## config.mk

```make
export PLATFORM = sky130hd
export DESIGN_NAME = xsel_decoder
export DESIGN_NICKNAME = d
export VERILOG_FILES = /design/src/rtl/xsel_decoder.sv
export SDC_FILE = /design/constraint.sdc
export NUM_CORES = 1
export LEC_CHECK = 0
export ABC_CLOCK_PERIOD_IN_PS = 1200
export CAP_MARGIN = 40
export CORE_MARGIN = 1
export CORE_UTILIZATION = 23
export DETAILED_ROUTE_END_ITERATION = 8
export PLACE_DENSITY = 0.86
export SYNTH_ARGS = -nofsm -noshare
export SYNTH_HDL_FRONTEND = slang
export SYNTH_SLANG_ARGS = --single-unit
```

## constraint.sdc

```tcl
create_clock -name clk -period 1.2 [get_ports clk]
set_input_delay 0.18 -clock clk [delete_from_list [all_inputs] [get_ports clk]]
set_output_delay 0.18 -clock clk [all_outputs]
set_load 0.02 [all_outputs]
```

## src/rtl/xsel_decoder.sv

```systemverilog
module xsel_decoder #(
  parameter int ADDR_W   = 6,
  parameter int DATA_W   = 8,
  parameter int EXT_W    = 2,
  parameter int NUM_BASE = 4,
  parameter logic [ADDR_W-1:0] BASE_ADDR = 6'h14,
  parameter logic [ADDR_W-1:0] CTRL_ADDR = 6'h1D,
  localparam int GRP   = 1 << EXT_W,
  localparam int SEL_W = NUM_BASE * GRP
) (
  input  logic              clk,
  input  logic              rst_n,
  input  logic [ADDR_W-1:0] io_addr,
  input  logic [DATA_W-1:0] io_wdata,
  input  logic              io_rd,
  input  logic              io_wr,
  output logic [DATA_W-1:0] io_rdata,
  input  logic [DATA_W-1:0] fab_rdata,
  output logic [SEL_W-1:0]  fab_sel,
  output logic              fab_rd,
  output logic              fab_wr,
  output logic [DATA_W-1:0] fab_wdata
);

  logic [EXT_W-1:0]  ext_q;
  logic [ADDR_W-1:0] offs;
  logic              hit, acc, ctrl_hit;
  logic [SEL_W-1:0]  dec_sel;

  assign offs     = io_addr - BASE_ADDR;
  assign hit      = offs < ADDR_W'(NUM_BASE);
  assign acc      = io_rd | io_wr;
  assign ctrl_hit = io_addr == CTRL_ADDR;

  always_ff @(posedge clk or negedge rst_n)
    if (!rst_n)                ext_q <= '0;
    else if (io_wr && ctrl_hit) ext_q <= io_wdata[EXT_W-1:0];

  for (genvar g = 0; g < NUM_BASE; g++) begin : g_base
    logic base_hit;
    assign base_hit = hit && (offs == ADDR_W'(g));
    for (genvar e = 0; e < GRP; e++) begin : g_ext
      assign dec_sel[g*GRP+e] = base_hit && (ext_q == EXT_W'(e));
    end
  end

  assign fab_sel   = !rst_n ? '1 : (acc ? dec_sel : '0);
  assign fab_wr    = !rst_n | (io_wr & hit);
  assign fab_rd    = rst_n & io_rd & hit;
  assign fab_wdata = rst_n ? io_wdata : '0;

  always_comb begin
    io_rdata = '0;
    if (io_rd && ctrl_hit)  io_rdata = {{(DATA_W-EXT_W){1'b0}}, ext_q};
    else if (io_rd && hit)  io_rdata = fab_rdata;
  end

  assert_miss_quiet_R1: assert property (@(posedge clk) disable iff (!rst_n)
    (acc && (int'(io_addr) < int'(BASE_ADDR) || int'(io_addr) >= int'(BASE_ADDR) + NUM_BASE))
      |-> (fab_sel == '0 && !fab_rd && !fab_wr));

  assert_onehot_R2: assert property (@(posedge clk) disable iff (!rst_n)
    (fab_rd || fab_wr) |-> ($countones(fab_sel) == 1));

  assert_strobe_src_R3: assert property (@(posedge clk) disable iff (!rst_n)
    (fab_rd |-> io_rd) and (fab_wr |-> io_wr));

  assert_idle_R4: assert property (@(posedge clk) disable iff (!rst_n)
    !acc |-> (fab_sel == '0));

  always @(posedge clk)
    if (!rst_n) assert_reset_clear_R5: assert (fab_sel == '1 && fab_wr && !fab_rd && fab_wdata == '0);

  assert_ext_load_R7: assert property (@(posedge clk) disable iff (!rst_n)
    (io_wr && ctrl_hit) |=> (ext_q == $past(io_wdata[EXT_W-1:0])));

endmodule

```

==> results.sh, run 1 <==
export IMPL_stdcell_area_mm2=0.001398
export IMPL_dp_hpwl_mm=1.579
export IMPL_rsz0062_at_grt="yes"
export IMPL_via_per_inst=4.927
export IMPL_synth_area_leaders="o21ai_0 (14%), and2_1 (13%), dfrtp_1 (12%)"
export IMPL_drt_initial_drc_count=2
export IMPL_drc=0
export IMPL_largest_reg_flops=2
export IMPL_clockBufferDepth=2
export IMPL_p_sw_uw=273.5
export IMPL_reg_largest_list="ext_q x2"
export IMPL_portBuffers=59
export IMPL_clkLatencyLatePin_ns=0.23
export IMPL_period_minus_slack_ns=1.544
export IMPL_cts_sinks=2
export IMPL_drtPass1Iterations=4
export IMPL_fp_dieH_um=44.69
export IMPL_postRouteAntennaNets=0
export IMPL_yosysWarnings=0
export IMPL_power_leakage_uw=0.0006267
export IMPL_syn_area_per_cell_um2=6.871
export IMPL_fp_coreArea_mm2=0.001708
export IMPL_slew_viol_final=0
export IMPL_power_density_mw_per_mm2=520.5
export IMPL_slew_headroom_pct=85.39
export IMPL_synth_cell_types=20
export IMPL_clkSlewWorstSetupHoldPaths_ns=0.03
export IMPL_place_inst=157
export IMPL_diodes=0
export IMPL_postSynthCellCount=61
export IMPL_h_tree_depth=1
export IMPL_pre_cts_slack_ns=-1.075
export IMPL_drive_gt1_share_pct=73.57
export IMPL_power_frac_seq_pct=12.1
export IMPL_end_kind="output port"
export IMPL_syn_cell_area_um2=419.2
export IMPL_layout_setup_ws_ns=-0.3443
export IMPL_finalCritPeriodShare_pct=128.7
export IMPL_met1_length_um=917
export IMPL_synth_top_area_share_pct=14.33
export IMPL_yosys_area_top_type="o21ai_0"
export IMPL_route_met2_wl_mm=1.325
export IMPL_critical_path_class="reg2out"
export IMPL_fmax_mhz=647.6
export IMPL_p_comb_share_pct=65.7
export IMPL_clkPwrFrac_pct=22.2
export IMPL_skew_ns=0
export IMPL_wl_met3_um=88
export IMPL_cts_hold_buf=0
export IMPL_cts_tree="done"
export IMPL_n_fill_cell=104
export IMPL_grt_pass1_wl_mm=3.484
export IMPL_maxCapViolations=0
export IMPL_die_x_um=44.69
export IMPL_top_layer="met4"
export IMPL_start_kind="flip-flop"
export IMPL_arrival_ns=1.36
export IMPL_worst_slew_pin_slew_ns=0.2184
export IMPL_grt_pass1_vias=770
export IMPL_syn_nets=87
export IMPL_gr_total_overflow=0
export IMPL_wirelength_mm=2.372
export IMPL_hold_class="in2async"
export IMPL_placement_cell_area_mm2=0.001219
export IMPL_async_flop_share_pct=100.0
export IMPL_num_rows=15
export IMPL_initial_core_util_pct=24.54
export IMPL_dr_total_vias=813
export IMPL_grt_usage_pct=23.90
export IMPL_swShare_pct=37.60
export IMPL_finalSetupViolations=26
export IMPL_synth_edf_count=0
export IMPL_die_area_mm2=0.001997
export IMPL_stdcell_count=165
export IMPL_synth_seq_area_share_pct=11.94
export IMPL_wl_per_cell_um=14.38
export IMPL_ioPinCount=60
export IMPL_yosys_register_bits=2
export IMPL_antenna_found_initial=0
export IMPL_critPathRequiredTime_ns=1.02
export IMPL_status="finished with violations"
export IMPL_path_max_fanout=4
export IMPL_place_congestion=0.7229
export IMPL_internal_power_uw=453.9
export IMPL_clock_root_buffer="clkbuf_4"
export IMPL_largest_register="ext_q"
export IMPL_violations="negative setup slack"
export IMPL_synthToLayoutAreaGrowth_pct=233.4
export IMPL_synth_ff_type="dfrtp_1"
export IMPL_hold_viol_final=0
export IMPL_vdd_drop_max_mv=0.4616
export IMPL_grt_start_max_net_pins=12
export IMPL_final_cell_mix="buf_6 (32), clkdlybuf4s50_1 (16), buf_4 (16)"
export IMPL_cts_buffers=3
export IMPL_fin_nets=168
export IMPL_layout_commonest_cell="buf_6"
==> through the flow <==
step	total power, µW	hold WS, ns	utilization (%)	TNS [ns]
after floorplan	251.9	-0.1156	-	-1.153
after global placement	493.2	0.5429	71.36	-30.08
after detailed placement	501.6	0.5542	71.36	-30.87
after CTS	713.5	0.2069	81.03	-5.667
after global routing	764.4	0.05329	81.83	-7.163
final	727.5	0.01506	81.83	-6.228
==> synthesized netlist by cell type (2+ instances only) <==
cell type	count
nand3b_1	2
and3_1	7
o21ai_0	12
o21ai_1	4
clkbuf_1	2
nor2_1	4
or3_1	2
nand2_1	4
and2_1	9
dfrtp_1	2
mux2_2	2
nand3_1	2
a32o_1	2
==> final timing paths <==
check | start | end | slack (ns) | cells after the start
max | ext_q[1] | fab_sel[13] | -0.34 | 3
min | rst_n | ext_q[1] | 0.02 | 3
max reg2reg | ext_q[1] | ext_q[1] | 0.28 | 2
min reg2reg | ext_q[0] | ext_q[0] | 0.61 | 1
max in group asynchronous | rst_n | ext_q[0] | 1.09 | 3
min in group clk | io_addr[3] | ext_q[1] | 0.54 | 5
==> cell families after synthesis <==
family | Yosys count | share of synthesized area (%)
compound gates | 19 | 25.67
buf+inv | 5 | 4.774
flops | 2 | 11.94
simple gates | 33 | 52.23
mux | 2 | 5.373
==> area by class of cell <==
class                   instances  area (µm²)  share of cell area, %
flip-flops and latches          2       50.05                  3.581
multi-input cells              54       491.7                  35.18
repair buffers                 80       798.3                  57.12
well taps                      25       31.28                  2.238
inverters                       1       3.754                 0.2686
clock buffers                   3       22.52                  1.611
==> layer usage <==
layer,global-route usage (%),vias up
li1,-,387
met1,26.52,393
met2,43.82,28
met3,4.400,5
met4,10.91,0
met5,0,-
==> power by group through the flow <==
stage          sequential, µW  combinational, µW  clock [µW]
2_1_floorplan            86.0                166           0
3_3_place_gp             84.7                408           0
3_5_place_dp             85.6                416           0
4_1_cts                  85.6                463         165
5_1_grt                  89.0                506         170
6_report                 87.8                478         161
==> critical path, cell delays in order (launching register included) <==
cell,delay (ns)
dfrtp_1,0.40
or3_4,0.44
o21ai_2,0.16
buf_6,0.13
==> repair_timing <==
item | CTS | global route
gates resized for setup | 227 | 17
pin swaps | 25 | 8
setup buffers | 3 | 1
endpoints found under the setup margin | 36 | 32
gates cloned | 1 | 0
Power figures use the tool's default switching activity.
==> run 2, diff against run 1 <==
--- a/config.mk
+++ b/config.mk
@@ -11,6 +11,7 @@
 export CORE_UTILIZATION = 23
 export DETAILED_ROUTE_END_ITERATION = 8
 export PLACE_DENSITY = 0.86
+export SKIP_LAST_GASP = 1
 export SYNTH_ARGS = -nofsm -noshare
 export SYNTH_HDL_FRONTEND = slang
 export SYNTH_SLANG_ARGS = --single-unit
==> results of run 2 <==
Same layout as run 1: the final DEF is identical, and so are final timing and power.
